$ cat config.mk
export PLATFORM = sky130hd
export DESIGN_NAME = txq_sched
export DESIGN_NICKNAME = d
export VERILOG_FILES = /design/src/rtl/txq_pkg.sv /design/src/rtl/txq_index_bank.sv /design/src/rtl/txq_rr_pick.sv /design/src/rtl/txq_chan_prio.sv /design/src/rtl/txq_sched.sv
export SDC_FILE = /design/constraint.sdc
export NUM_CORES = 2
export LEC_CHECK = 0
export ABC_AREA = 0
export BUFFER_PORTS_ARGS = -buffer_cell sky130_fd_sc_hd__buf_2
export CAP_MARGIN = 25
export CORE_AREA = 5 5 347 349
export DETAILED_ROUTE_END_ITERATION = 6
export DIE_AREA = 0 0 352 354
export GPL_TIMING_DRIVEN = 0
export PLACE_DENSITY = 0.48
export SYNTH_ARGS = -nofsm -noshare
export SYNTH_HDL_FRONTEND = slang
export SYNTH_SLANG_ARGS = --single-unit
$ cat constraint.sdc
create_clock -name clk -period 5.82 [get_ports clk]
set_input_delay 0.582 -clock clk [delete_from_list [all_inputs] [get_ports clk]]
set_output_delay 0.582 -clock clk [all_outputs]
set_load 0.005 [all_outputs]
$ cat src/rtl/txq_pkg.sv
package txq_pkg;
  localparam int unsigned TXQ_NQ    = 16;
  localparam int unsigned TXQ_NCH   = 8;
  localparam int unsigned TXQ_IDX_W = 8;
  localparam int unsigned TXQ_SEL_W = 4;

  typedef enum logic [0:0] {
    OUT_EMPTY = 1'b0,
    OUT_FULL  = 1'b1
  } out_state_e;
endpackage

$ cat src/rtl/txq_index_bank.sv
module txq_index_bank #(
  parameter int unsigned NQ    = 16,
  parameter int unsigned NCH   = 8,
  parameter int unsigned IDX_W = 8,
  parameter int unsigned SEL_W = 4,
  localparam int unsigned QW   = $clog2(NQ),
  localparam int unsigned CH_W = $clog2(NCH)
) (
  input  logic                clk,
  input  logic                rst_n,
  input  logic                wr_we,
  input  logic [QW-1:0]       wr_q,
  input  logic [IDX_W-1:0]    wr_val,
  input  logic                adv,
  input  logic [QW-1:0]       adv_q,
  input  logic [NQ-1:0]       q_active,
  input  logic [NQ*SEL_W-1:0] q_chan_sel,
  input  logic [NCH-1:0]      ch_enable,
  output logic [NQ*IDX_W-1:0] rd_idx_flat,
  output logic [NQ-1:0]       elig
);
  logic [IDX_W-1:0] wr_idx [NQ];
  logic [IDX_W-1:0] rd_idx [NQ];

  for (genvar q = 0; q < NQ; q++) begin : g_q
    logic [SEL_W-1:0] sel;
    logic             in_range;
    logic             chan_on;

    assign sel      = q_chan_sel[q*SEL_W +: SEL_W];
    assign in_range = (int'(sel) < int'(NCH));
    assign chan_on  = in_range && ch_enable[sel[CH_W-1:0]];
    assign elig[q]  = q_active[q] && (rd_idx[q] != wr_idx[q]) && chan_on;
    assign rd_idx_flat[q*IDX_W +: IDX_W] = rd_idx[q];

    always_ff @(posedge clk) begin
      if (!rst_n) begin
        wr_idx[q] <= '0;
        rd_idx[q] <= '0;
      end else begin
        if (wr_we && (int'(wr_q) == q)) wr_idx[q] <= wr_val;
        if (adv && (int'(adv_q) == q))  rd_idx[q] <= rd_idx[q] + 1'b1;
      end
    end
  end
endmodule

$ cat src/rtl/txq_rr_pick.sv
module txq_rr_pick #(
  parameter int unsigned NQ = 16,
  localparam int unsigned QW = $clog2(NQ)
) (
  input  logic          clk,
  input  logic          rst_n,
  input  logic [NQ-1:0] req,
  input  logic          upd,
  input  logic [QW-1:0] upd_q,
  output logic          any,
  output logic [QW-1:0] pick
);
  logic [QW-1:0] last_q;

  always_comb begin
    any  = 1'b0;
    pick = '0;
    for (int unsigned k = 1; k <= NQ; k++) begin
      int unsigned idx;
      idx = (int'(last_q) + k) % NQ;
      if (!any && req[idx]) begin
        any  = 1'b1;
        pick = QW'(idx);
      end
    end
  end

  always_ff @(posedge clk) begin
    if (!rst_n)   last_q <= QW'(NQ - 1);
    else if (upd) last_q <= upd_q;
  end
endmodule

$ cat src/rtl/txq_chan_prio.sv
module txq_chan_prio #(
  parameter int unsigned NQ  = 16,
  parameter int unsigned NCH = 8,
  localparam int unsigned QW   = $clog2(NQ),
  localparam int unsigned CH_W = $clog2(NCH)
) (
  input  logic [NCH-1:0]    ch_any,
  input  logic [NCH*QW-1:0] ch_pick,
  output logic              hit,
  output logic [CH_W-1:0]   win_chan,
  output logic [QW-1:0]     win_queue
);
  always_comb begin
    hit       = 1'b0;
    win_chan  = '0;
    win_queue = '0;
    for (int unsigned c = 0; c < NCH; c++) begin
      if (ch_any[c]) begin
        hit       = 1'b1;
        win_chan  = CH_W'(c);
        win_queue = ch_pick[c*QW +: QW];
      end
    end
  end
endmodule

$ cat src/rtl/txq_sched.sv
module txq_sched
  import txq_pkg::*;
#(
  parameter int unsigned NQ    = TXQ_NQ,
  parameter int unsigned NCH   = TXQ_NCH,
  parameter int unsigned IDX_W = TXQ_IDX_W,
  parameter int unsigned SEL_W = TXQ_SEL_W,
  localparam int unsigned QW   = $clog2(NQ),
  localparam int unsigned CH_W = $clog2(NCH)
) (
  input  logic                clk,
  input  logic                rst_n,
  input  logic [NQ-1:0]       q_active,
  input  logic [NQ*SEL_W-1:0] q_chan_sel,
  input  logic [NCH-1:0]      ch_enable,
  input  logic [NQ-1:0]       irq_enable,
  input  logic                wr_we,
  input  logic [QW-1:0]       wr_q,
  input  logic [IDX_W-1:0]    wr_val,
  output logic                gnt_valid,
  input  logic                gnt_ready,
  output logic [QW-1:0]       gnt_queue,
  output logic [CH_W-1:0]     gnt_chan,
  output logic [IDX_W-1:0]    gnt_idx,
  output logic [NQ-1:0]       q_event
);
  logic [NQ*IDX_W-1:0] rd_idx_flat;
  logic [NQ-1:0]       elig;
  logic [NCH-1:0]      ch_any;
  logic [NCH*QW-1:0]   ch_pick;
  logic                hit;
  logic [CH_W-1:0]     win_chan;
  logic [QW-1:0]       win_queue;
  out_state_e          out_st;
  logic                accept;

  assign gnt_valid = (out_st == OUT_FULL);
  assign accept    = gnt_valid && gnt_ready;

  txq_index_bank #(.NQ(NQ), .NCH(NCH), .IDX_W(IDX_W), .SEL_W(SEL_W)) u_bank (
    .clk         (clk),
    .rst_n       (rst_n),
    .wr_we       (wr_we),
    .wr_q        (wr_q),
    .wr_val      (wr_val),
    .adv         (accept),
    .adv_q       (gnt_queue),
    .q_active    (q_active),
    .q_chan_sel  (q_chan_sel),
    .ch_enable   (ch_enable),
    .rd_idx_flat (rd_idx_flat),
    .elig        (elig)
  );

  for (genvar c = 0; c < NCH; c++) begin : g_ch
    logic [NQ-1:0] req;
    for (genvar q = 0; q < NQ; q++) begin : g_req
      assign req[q] = elig[q] && (int'(q_chan_sel[q*SEL_W +: SEL_W]) == c);
    end
    txq_rr_pick #(.NQ(NQ)) u_rr (
      .clk   (clk),
      .rst_n (rst_n),
      .req   (req),
      .upd   (accept && (int'(gnt_chan) == c)),
      .upd_q (gnt_queue),
      .any   (ch_any[c]),
      .pick  (ch_pick[c*QW +: QW])
    );
  end

  txq_chan_prio #(.NQ(NQ), .NCH(NCH)) u_prio (
    .ch_any    (ch_any),
    .ch_pick   (ch_pick),
    .hit       (hit),
    .win_chan  (win_chan),
    .win_queue (win_queue)
  );

  always_ff @(posedge clk) begin
    if (!rst_n) begin
      out_st    <= OUT_EMPTY;
      gnt_queue <= '0;
      gnt_chan  <= '0;
      gnt_idx   <= '0;
      q_event   <= '0;
    end else begin
      q_event <= '0;
      if (accept) begin
        out_st  <= OUT_EMPTY;
        q_event <= irq_enable & (NQ'(1) << gnt_queue);
      end else if (!gnt_valid && hit) begin
        out_st    <= OUT_FULL;
        gnt_queue <= win_queue;
        gnt_chan  <= win_chan;
        gnt_idx   <= rd_idx_flat[win_queue*IDX_W +: IDX_W];
      end
    end
  end
endmodule

=== Word-level counts from Yosys, hierarchy flattened ===
Memories as Yosys holds them, arrays and structs flattened.
Index checks and enable logic that the tools add are counted.

* Register bits: 64
* RAM bits: 256
* Input bits: 120
* Output and inout bits: 32
* Word-level logic and storage cells: 1,698
* Memories kept: 2

* Add/sub/neg operators: 144
* Order comparisons: 160
* Equality and inequality tests: 165
* Shift operators: 2
* Muxes and demuxes: 696
* Bitwise logic cells: 35
* Reduce and logical (&&, ||, !) cells: 481

{| class="wikitable"
|+ Memory list
! name !! depth !! width !! rd ports !! clocked after Yosys merged registers in !! write ports !! line !! source
|-
| u_bank.rd_idx || 16 || 8 || 16 || 0 || 16 || txq_index_bank.sv:23 || <nowiki>logic [IDX_W-1:0] rd_idx [NQ];</nowiki>
|-
| u_bank.wr_idx || 16 || 8 || 16 || 0 || 16 || txq_index_bank.sv:22 || <nowiki>logic [IDX_W-1:0] wr_idx [NQ];</nowiki>
|}

{| class="wikitable"
|+ Operators with widths
! cell !! number
|-
| $lt A4 B5 Y1 const B || 128
|-
| $mux W4 || 136
|-
| $bmux W1 S4 || 128
|-
| $mux W1 || 378
|-
| $logic_and A1 B1 Y1 || 338
|-
| $eq A4 B4 Y1 const B || 80
|-
| $add A4 B4 Y4 const B || 64
|-
| $mux W8 || 32
|-
| $eq A4 B3 Y1 const B || 40
|-
| $add A4 B3 Y4 const B || 32
|-
| $add A8 B1 Y8 const B || 16
|-
| $ne A8 B8 Y1 || 16
|-
| $shiftx A128 B8 Y8 || 1
|-
| $logic_not A1 Y1 || 121
|-
| $eq A4 B2 Y1 const B || 20
|-
| $logic_not A4 Y1 || 18
|-
| $add A4 B1 Y4 const B || 16
|-
| $add A4 B2 Y4 const B || 16
|-
| $lt A3 B4 Y1 const B || 16
|-
| $lt A4 B4 Y1 const B || 16
|-
| $bmux W1 S3 || 16
|-
| $or A1 B1 Y1 || 32
|-
| $and A16 B16 Y16 || 1
|-
| $shl A1 B4 Y16 const A || 1
|-
| 10 further kinds || 21
|}

=== Depth between registers and ports, before layout ===
* Depth in word-level cells: 63
* Depth in mapped cells: 25
* Mapped depth without buffers: 19

=== Modules after synthesis ===
From an unflattened synthesis, not the netlist that was laid out.

* Cell total of the unflattened synthesis: 3,886
* Area, all modules: 37,424.6 um2

{| class="wikitable"
|+ Modules (own cells, without submodules)
! module !! times used !! cells each !! area an instance (um2) !! sequential area each (um2)
|-
| txq_rr_pick at g_ch[0].u_rr ... || 7 || 279 || 2,522.4 || 80.1
|-
| txq_index_bank || 1 || 1,213 || 13,934.6 || 7,687.4
|-
| txq_sched || 1 || 411 || 3,204.3 || 640.6
|-
| txq_rr_pick at g_ch[6].u_rr || 1 || 250 || 2,274.7 || 80.1
|-
| txq_chan_prio || 1 || 59 || 354.1 || 0.0
|}

=== Worst setup path after synthesis ===
OpenSTA, ideal clock, no wires.

* Kind: register to register
* Start: reg g_ch[7].u_rr.last_q[1]
* End: reg gnt_idx[1]
* Arrival time: 5,441 ps
* Required time: 5,684 ps
* Path slack: 243 ps
* Cell stages (with the launch flop): 21
* Cells stage by stage: dfxtp_1 -> clkbuf_1 -> clkinv_1 -> clkbuf_1 -> ha_1 -> clkbuf_1 -> clkbuf_1 -> clkbuf_1 -> mux4_2 -> mux4_2 -> nor2_1 -> nand3b_1 -> or3_4 -> nor4_2 -> o2111ai_1 -> or2_1 -> o211ai_2 -> nand4b_2 -> nor2_2 -> a221oi_1 -> nand4_1

* Cells in the longest elaborated chain, start to end: 52

{| class="wikitable"
|+ Ends and longest elaborated chain
! element !! line !! source
|-
| from (decl) || txq_rr_pick.sv:13 || <nowiki>logic [QW-1:0] last_q;</nowiki>
|-
| from (signal assigned) || txq_rr_pick.sv:29 || <nowiki>if (!rst_n) last_q <= QW'(NQ - 1);</nowiki>
|-
| from (signal assigned) || txq_rr_pick.sv:30 || <nowiki>else if (upd) last_q <= upd_q;</nowiki>
|-
| parallel branches: the longest is 52 deep, another holds $add A4 B1 Y4 || - ||
|-
| to (signal assigned) || txq_sched.sv:95 || <nowiki>gnt_idx <= rd_idx_flat[win_queue*IDX_W +: IDX_W];</nowiki>
|-
| to (decl) || txq_sched.sv:24 || <nowiki>output logic [IDX_W-1:0] gnt_idx,</nowiki>
|}

Several ways; the timed one is not identified. The select of a mux whose other input is x is not followed.
A chain may end at the register's enable or synchronous reset.

=== Final worst setup path ===
* Start: in ch_enable[2]
* End: reg gnt_idx[2]

* Cells in the longest elaborated chain, start to end: 63

{| class="wikitable"
|+ Ends and longest elaborated chain
! element !! line !! source
|-
| from (decl) || txq_sched.sv:15 || <nowiki>input logic [NCH-1:0] ch_enable,</nowiki>
|-
| parallel branches: the longest is 63 deep, another holds $bmux W1 S4 || - ||
|}

Several ways; the timed one is not identified. The select of a mux whose other input is x is not followed.

==> metrics.csv <==
stage,metric,value,unit
status,status,"complete, but fails checks",
status,violations,"DRC, setup timing",
timing,fin_setup_tns,-1.529,ns
synth,avgSynthCellArea,8.089,um^2
power_and_ir_drop,power,15.61,mW
global_routing,grt_first_pass_wirelength,323.3,mm
hold_path,hp-class,input port to flop,
route,wirelength,231.8,mm
timing,tightest_slew,1.204,ns
setup_path,worstPathMaxFanout,10,
synth,synth_fp_nets,5196,
global_routing,grt_antenna_before_repair,18,
clocking,clockBufferDepth,3,
timing,slew_violations,0,
setup_path,cp.arrival,6.61,ns
timing,fmax,165.4,MHz
power_and_ir_drop,leakage,18.41,nW
clocking,clock_sinks,320,
timing,post-route-period-util,1.039,
floorplanning,die_w,352,um
floorplanning,ioPinCount,152,
finish,final_cell_area,0.05122,mm^2
route,drc,9,
synth,syn_inst,5004,
run,maxCapViolCount,0,
setup_path,start_kind,input port,
global_routing,grt_pass1_vias,44018,
floorplanning,fp.dieH,354,um
timing,fin_ws,-0.2244,ns
synth,synthArstFlopShare,0,
synth,synth_seq_cells,320,
setup_path,crit_chain,"buf_2, buf_4, buf_6, mux2i_1, a21oi_2, o21ai_1, buf_6, or4_1, a22o_1, mux4_2, and3_4, nand4b_1, buf_6, nor3_1, a221oi_2, nand3_2, buf_4, nor3_4, o31ai_4, buf_12, and2_2, nor2_4, o21ai_2, nand4_1",
clocking,cts_tree,built,
route,first_iter_violations,6073,
timing,fin_crit,6.044,ns
setup_path,crit_buf_inv,7,
placed_design,gp_congestion,1.068,
route,drtAntennaViolNets,0,
synth,netlist.area_leader.share,0.1899,
route,drt_pass1_iterations,7,
clocking,htree_levels,2,
clocking,clk_latency,0.63,ns
route,wire_per_inst,32.49,um
clocking,clk_pin_slew,0.06,ns
floorplanning,coreArea,0.1171,mm^2
setup_path,crit_top_cell,buf_6,
setup_path,cpPeakStageDelay,0.58,ns
finish,layout-drive-gt1-share,0.2595,
placed_design,placed_cell_area,0.04356,mm^2
setup_path,cp_top_family,simple AND/OR/NAND/NOR gates,
route,vias,47781,
synth,synth_edf_count,256,
power_and_ir_drop,pwr_density_cell,304.7,mW/mm^2
global_routing,grt_usage,0.3505,
synth,synthTopCellsByArea,"edfxtp_1 (19%), mux4_2 (5.8%), xnor2_1 (4.5%)",
floorplanning,num_rows,126,
power_and_ir_drop,vdd_drop_max,0.2787,mV
timing,rsz0062_at_grt,yes,
setup_path,path_class,input port to flop,
synth,ys.flop_type,edfxtp_1,
synth,yosysTopAreaCell,edfxtp_1,
timing,fin_hold_ws,0.1643,ns
timing,finClkSkew,0.03166,ns
global_routing,grt_start_max_net_pins,14,
placed_design,post-dp-hpwl,180.6,mm
timing,setup_viol,9,
synth,ys_types,123,
timing,finalHoldViolCount,0,
synth,synth_area,0.04048,mm^2
finish,nets,5740,
global_routing,overflow,0,
synth,yosys_warnings,0,
setup_path,critPathSlowestCell,or4_1,
setup_path,cp.required,6.38,ns
floorplanning,initial_core_util,0.3456,
finish,synthToLayoutAreaGrowth,26.55,%
route,route.detailed.vias_per_inst,6.698,
timing,slew_headroom,0.1935,
clocking,cts_made_buffers,43,
placed_design,port_buffers,128,
floorplanning,fp.dieArea,0.1246,mm^2
finish,fillers,11883,
setup_path,cp-end-kind,flop,
synth,yosysSeqAreaShare,0.2216,
placed_design,pre_cts_ws,-3.610,ns
clocking,cts_root_buffer,clkbuf_16,
-- state kept, by name, indices dropped and copies added (netlist names) --
register / cells
u_bank.rd_idx: 128
g_ch.u_rr.last_q: 32
gnt_queue: 4
gnt_valid: 1
q_event: 16
gnt_chan: 3
gnt_idx: 8
u_bank.wr_idx: 128
-- layout by cell type, fill, tap and decap left out, drive strengths merged, types with 30 or more instances in the layout --
cell type	instances
mux2i	136
nor3b	35
nand2b	54
o211ai	127
and2	181
a22oi	34
o21ai	249
a21oi	220
and4	46
o2111ai	30
mux4	105
dfxtp	64
and3	96
nand3	261
a211oi	94
or2	42
nor3	124
mux2	69
xnor2	209
nor4	48
a211o	40
nand2	397
o22ai	58
nand4	111
a21o	33
or3	38
a2111oi	35
nor2b	64
o31ai	38
xor2	119
inv	97
nor2	491
clkbuf	247
edfxtp	256
buf	615
a221oi	43
a31oi	73
ha	72
-- metrics by stage --
stage                     utilization  instances
final                          0.4373       7134
after global routing           0.4371       7125
after CTS                      0.4193       6995
after detailed placement       0.3719       6729
after global placement         0.3674       6668
after floorplan                     -       5004
-- kinds of logic after synthesis --
group,count (synthesis),share of synthesized area
AND/OR/NAND/NOR,2101,0.2724
AO/OA/AOI/OAI,1461,0.2606
buffers and inverters,412,0.04099
XOR/XNOR,328,0.07097
flip-flops,320,0.2216
multiplexers,310,0.1112
adder cells (fa/ha/maj),72,0.02226
-- power by group --
part | total, mW | internal (mW) | switching (mW)
logic | 10.0 | 3.57 | 6.45
registers | 2.82 | 2.63 | 0.190
clock network | 2.77 | 1.60 | 1.17
-- what timing repair did --
action / 4_1_cts / 5_1_grt
pin swaps: 104 / 85
cloned: 1 / 1
hold buffers: 0 / 0
endpoints found under the setup margin: 16 / 13
buffers inserted: 211 / 121
gates resized for setup: 623 / 267
-- synthesized netlist by cell type, types with 38 or more instances --
cell type and count:
and2_1 180, o211ai_1 123, xnor2_1 209, o21ai_0 231, a211o_1 40, mux2_2 56
or2_2 38, nand4_1 109, a211oi_1 90, a31oi_1 71, nand2b_1 54, a21oi_1 220
nor2_1 487, edfxtp_1 256, ha_1 72, a221oi_1 42, xor2_1 119, nand2_1 396
nand3_1 260, dfxtp_1 64, o22ai_1 58, o31ai_1 38, inv_1 88, mux2i_1 136
nor3_1 121, mux4_2 105, and4_1 46, nor4_1 43, and3_1 96, buf_2 53
nor2b_1 63, clkbuf_1 213
-- tightest hold or removal path, cell delays in order --
cell and delay, ns:
buf_2 0.10, inv_1 0.04, nor2_1 0.03
-- final timing paths --
path                          startpoint          end  slack, ns  cells after the start
setup / recovery            ch_enable[2]   gnt_idx[2]      -0.22                     24
hold / removal            irq_enable[14]  q_event[14]       0.16                      3
setup reg to reg  g_ch[6].u_rr.last_q[1]   gnt_idx[2]      -0.08                     27
hold reg to reg               gnt_idx[1]   gnt_idx[1]       0.61                      2
-- layout make-up --
| class | count | area, um^2 | area share |
|---|---|---|---|
| inverters | 104 | 427.9 | 0.008354 |
| plain buffers | 280 | 1703 | 0.03324 |
| well taps | 1536 | 1922 | 0.03752 |
| flip-flops and latches | 320 | 8995 | 0.1756 |
| clock inverters | 22 | 287.8 | 0.005618 |
| repair buffers | 526 | 3891 | 0.07597 |
| diodes | 17 | 42.54 | 0.0008305 |
| multi-input cells | 4273 | 32800 | 0.6403 |
| clock buffers | 56 | 1155 | 0.02255 |
-- metal layers --
metal,wire length [um],global-route usage,up-vias
li1,-,-,20609
met1,87180,0.4265,23310
met2,102100,0.5605,3031
met3,23170,0.07990,829
met4,19380,0.2232,2
met5,7,0,-
Power figures use the tool's default switching activity.
